--- src/rtl/pmul_pkg.sv ---
package pmul_pkg;
  typedef enum logic [1:0] {
    PM_LOW  = 2'b00,
    PM_HIGH = 2'b01,
    PM_MADD = 2'b10,
    PM_ALT  = 2'b11
  } pm_op_e;
endpackage

--- src/rtl/pmul_lane.sv ---
// One lane: extends both bytes to product width (sign or zero) and multiplies.
module pmul_lane #(
  parameter int W = 8
) (
  input  logic [W-1:0]   a,
  input  logic [W-1:0]   b,
  input  logic           sgn,
  output logic [2*W-1:0] prod
);
  localparam int PW = 2 * W;
  logic [PW-1:0] ax, bx;
  assign ax   = {{W{sgn & a[W-1]}}, a};
  assign bx   = {{W{sgn & b[W-1]}}, b};
  // low PW bits of a PW x PW product are exact for both interpretations
  assign prod = ax * bx;
endmodule

--- src/rtl/pmul_products.sv ---
// Stage-one datapath: LANES parallel lane multipliers.
module pmul_products #(
  parameter int LANES = 4,
  parameter int W     = 8
) (
  input  logic [LANES*W-1:0]   a,
  input  logic [LANES*W-1:0]   b,
  input  logic                 sgn,
  output logic [LANES*2*W-1:0] prods
);
  localparam int PW = 2 * W;
  for (genvar l = 0; l < LANES; l++) begin : g_lane
    pmul_lane #(.W(W)) u_lane (
      .a    (a[l*W +: W]),
      .b    (b[l*W +: W]),
      .sgn  (sgn),
      .prod (prods[l*PW +: PW])
    );
  end
endmodule

--- src/rtl/pmul_select.sv ---
// Stage-two datapath: byte pick per lane or pairwise sum of products.
module pmul_select #(
  parameter int LANES = 4,
  parameter int W     = 8
) (
  input  pmul_pkg::pm_op_e     op,
  input  logic [LANES*2*W-1:0] prods,
  output logic [LANES*W-1:0]   res
);
  import pmul_pkg::*;
  localparam int PW    = 2 * W;
  localparam int PAIRS = LANES / 2;

  logic [LANES*W-1:0] lo_bytes, hi_bytes, sums;

  for (genvar l = 0; l < LANES; l++) begin : g_pick
    assign lo_bytes[l*W +: W] = prods[l*PW +: W];
    assign hi_bytes[l*W +: W] = prods[l*PW + W +: W];
  end

  for (genvar p = 0; p < PAIRS; p++) begin : g_pair
    // wraps modulo 2^PW by the width of the destination
    assign sums[p*PW +: PW] = prods[(2*p)*PW +: PW] + prods[(2*p+1)*PW +: PW];
  end

  always_comb begin
    unique case (op)
      PM_HIGH: res = hi_bytes;
      PM_MADD: res = sums;
      default: res = lo_bytes;
    endcase
  end
endmodule

--- src/rtl/pmul_core.sv ---
// Two-stage packed multiplier with valid/ready streams on both sides.
module pmul_core #(
  parameter int LANES  = 4,
  parameter int LANE_W = 8
) (
  input  logic                    clk,
  input  logic                    rst_n,
  input  logic                    flush,
  input  logic                    in_valid,
  output logic                    in_ready,
  input  logic [LANES*LANE_W-1:0] in_a,
  input  logic [LANES*LANE_W-1:0] in_b,
  input  logic [1:0]              in_op,
  input  logic                    in_signed,
  output logic                    out_valid,
  input  logic                    out_ready,
  output logic [LANES*LANE_W-1:0] out_data
);
  import pmul_pkg::*;
  localparam int DW    = LANES * LANE_W;
  localparam int PRODW = LANES * 2 * LANE_W;

  // stage one state
  logic             s1_valid;
  logic [PRODW-1:0] s1_prods;
  pm_op_e           s1_op;
  // stage two state
  logic             s2_valid;
  logic [DW-1:0]    s2_res;

  logic             s2_move, take_in;
  logic [PRODW-1:0] prods_nxt;
  logic [DW-1:0]    res_nxt;

  assign s2_move  = !s2_valid || out_ready;
  assign in_ready = !s1_valid || s2_move;
  assign take_in  = in_valid && in_ready;

  pmul_products #(.LANES(LANES), .W(LANE_W)) u_prod (
    .a     (in_a),
    .b     (in_b),
    .sgn   (in_signed),
    .prods (prods_nxt)
  );

  pmul_select #(.LANES(LANES), .W(LANE_W)) u_sel (
    .op    (s1_op),
    .prods (s1_prods),
    .res   (res_nxt)
  );

  always_ff @(posedge clk or negedge rst_n) begin
    if (!rst_n) begin
      s1_valid <= 1'b0;
      s1_prods <= '0;
      s1_op    <= PM_LOW;
    end else if (flush) begin
      s1_valid <= 1'b0;
    end else if (in_ready) begin
      s1_valid <= in_valid;
      if (take_in) begin
        s1_prods <= prods_nxt;
        s1_op    <= pm_op_e'(in_op);
      end
    end
  end

  always_ff @(posedge clk or negedge rst_n) begin
    if (!rst_n) begin
      s2_valid <= 1'b0;
      s2_res   <= '0;
    end else if (flush) begin
      s2_valid <= 1'b0;
    end else if (s2_move) begin
      s2_valid <= s1_valid;
      if (s1_valid) s2_res <= res_nxt;
    end
  end

  assign out_valid = s2_valid;
  assign out_data  = s2_res;
endmodule

--- config.mk ---
export PLATFORM = sky130hd
export DESIGN_NAME = pmul_core
export DESIGN_NICKNAME = d
export VERILOG_FILES = /design/src/rtl/pmul_pkg.sv /design/src/rtl/pmul_lane.sv /design/src/rtl/pmul_products.sv /design/src/rtl/pmul_select.sv /design/src/rtl/pmul_core.sv
export SDC_FILE = /design/constraint.sdc
export NUM_CORES = 1
export LEC_CHECK = 0
export BUFFER_PORTS_ARGS = -buffer_cell sky130_fd_sc_hd__buf_2
export CAP_MARGIN = 10
export CORE_MARGIN = 8
export CORE_UTILIZATION = 50
export CTS_CLUSTER_SIZE = 12
export DETAILED_ROUTE_END_ITERATION = 7
export PLACE_DENSITY = 0.68
export REMOVE_ABC_BUFFERS = 1
export SYNTH_ARGS = -nofsm -noshare
export SYNTH_HDL_FRONTEND = slang
export SYNTH_SLANG_ARGS = --single-unit
--- constraint.sdc ---
create_clock -name clk -period 3 [get_ports clk]
set_clock_uncertainty 0.15 [all_clocks]
set_input_delay 0.6 -clock clk [delete_from_list [all_inputs] [get_ports clk]]
set_output_delay 0.6 -clock clk [all_outputs]
set_load 0.05 [all_outputs]
==> metrics <==
status complete, but fails checks; failing checks setup timing; Peak VDD IR 0.516 mV; crit path launch type primary input; Post-Syn Instances 1806; DP Area 19200 sq um; post-synthesis area per instance 9.13 sq um; TritonCTS clock tree yes; Diodes inserted 0; setup violators final 47; cell count after placement 2527; period utilization 169%; largest net degree at the start of global routing 103; Max Freq 197 MHz; Slew Viols, Final 0; Slew @ Worst Pin 0.652 ns; worst setup path class primary input to flip-flop; Initial Utilization 50.7%; final hold slack 0.0765 ns; critical path endpoint category flip-flop; Num CTS Buffers 9; fin nets 2617; cell area after layout 20800 sq um; drt first pass iters 7; Final TNS setup -65.93 ns; core area 32500 sq um; worst slew margin relative to its limit 56.6%; Cell variety after synth 61; full die area 39000 sq um; worst setup margin -2.08 ns; via count 13500; CP max FO 2; DRT Wirelength 42800 um; share of the yosys chip area belonging to registers 15.2%; non-filler cells in the finished layout 2574; H-tree depth 3; wire per inst 16.6 um; All-Layer GR Usage 22.2%; Final Hold Vio Count 0; global-route wire length before repair 70600 um; final core utilization 63.8%; Die W 198 um; post-DR vias/cell 5.26; YS warnings 0; Layout fillers 2716; clock root cell clkbuf_16; Power Total 18.5 mW; worst path required time 3.08 ns; Rows 66; largest cells by area after synthesis fa_1, dfrtp_1, ha_1; Routed Antenna Nets 0; grt ovf 0; Cell Pwr Density 893 nW/um^2; number of global-route vias before repair 14300; initial antenna violation count 0; crit path DAT 5.17 ns; post-synth top area share 30.8%; RSZ-0062 raised after global routing yes; Synth Cell Area 16500 sq um; Die Y 198 um; DP HPWL 35200 um; cell accounting for the most synthesized area fa_1; Clock Latency Late Sink 0.35 ns; fin crit period 5.08 ns; Placement Setup Slack -2.86 ns; Worst-path clk slew 0.08 ns; Hold Crit Class primary input to async pin; clk sinks 100; synthesis-to-finish area growth 25.9%; DR iter-0 viols 735; count of buffers from port buffering 105; DRC 0; multi-input combinational cell area 13400 sq um; Post-synth EDFFs 0; FF+latch count, synth 100; MaxCap Viol Count 0; Ports 106; share of post-route cells with drive strength above 1 28.5%; async set or reset register ratio after synthesis 100%; Bufs on Longest Clock Path 2; routability cong. 0.904; Reg area 2500 sq um; ys flop type dfrtp_1; Leakage 10.4 nW
[path summary, 6_finish.rpt]
path / start / endpoint / slack (ns) / cells past startpoint
setup / recovery: in_a[5] / s1_prods[15] / -2.08 / 19
hold / removal: rst_n / s1_prods[48] / 0.08 / 1
setup reg to reg: s1_prods[0] / out_data[12] / 0.14 / 9
hold reg to reg: out_data[0] / out_data[0] / 0.33 / 2
max in group asynchronous: rst_n / s1_prods[32] / 1.93 / 2
min in group clk: flush / s1_valid / 0.32 / 2
[synth_stat cells (all sizes together) (9+ instances only)]
cell / instances
a221o: 9
and3: 19
o21a: 16
inv: 292
nor3: 26
clkbuf: 61
or3: 9
nand2: 232
a211oi: 9
a21oi: 59
o31ai: 11
nor2: 56
ha: 164
fa: 254
xnor2: 49
xor2: 31
or2: 13
o21ai: 109
nor2b: 17
and2: 143
nand2b: 9
dfrtp: 100
mux2: 30
[flip-flops by register name, summed over array words and instances (netlist names)]
name	count
out_valid	1
s1_prods	64
s1_valid	1
out_data	32
s1_op	2
[kinds of logic after synthesis]
kind of cell             share of synthesized area, %
adder cells (fa/ha/maj)                          43.3
multiplexers                                     2.17
AO/OA/AOI/OAI                                    10.7
XOR/XNOR                                         4.25
flip-flops                                       15.2
AND/OR/NAND/NOR                                  16.2
buffers and inverters                            8.20
[worst max-delay path: stages]
cell      delay [ns]
buf_6           0.09
and2_4          0.15
fa_1            0.55
inv_2           0.05
fa_1            0.53
inv_1           0.05
fa_1            0.45
fa_1            0.49
inv_1           0.05
fa_1            0.52
inv_2           0.05
ha_4            0.21
o21a_1          0.19
o31a_1          0.11
or2_1           0.23
or3_4           0.37
a311oi_2        0.24
xnor2_1         0.17
o21ai_2         0.06
[power by group]
part	switching (mW)	total [mW]	leakage, nW	internal, mW
Combinational	7.77	14.8	9.01	6.99
Clock	0.580	1.18	0.149	0.596
Sequential	0.688	2.61	1.23	1.92
Total	9.04	18.5	10.4	9.50
[layout by cell type, fill, tap and decap left out, drive strengths merged, types with 26 or more instances in the layout]
cell type  instances
and2             143
dfrtp            100
ha               164
xor2              31
o21ai            109
nor2              56
inv              297
xnor2             49
nand2            232
nor3              26
buf              377
mux2              30
a21oi             59
fa               254
[final cells by class]
type / instances / share of cell area (%)
tap: 442 / 2.66
sequential: 100 / 12.1
multi-input combinational: 1347 / 64.5
inverter: 292 / 5.28
clock inverter: 7 / 0.380
clock buffer: 9 / 1.09
timing repair buffer: 377 / 14.1
[layer usage]
metal	track usage [%]	share of wire, %
met1	30.4	45
met2	36.9	49
met3	3.58	4.9
met4	4.31	1.9
met5	0	0
[repair_timing]
item,4_1_cts,5_1_grt
pin swaps,58,43
endpoints found under the hold margin,0,0
setup endpoints to repair,48,51
setup buffers,24,12
hold buffers,0,0
resized for setup,142,143
Power figures use the tool's default switching activity.
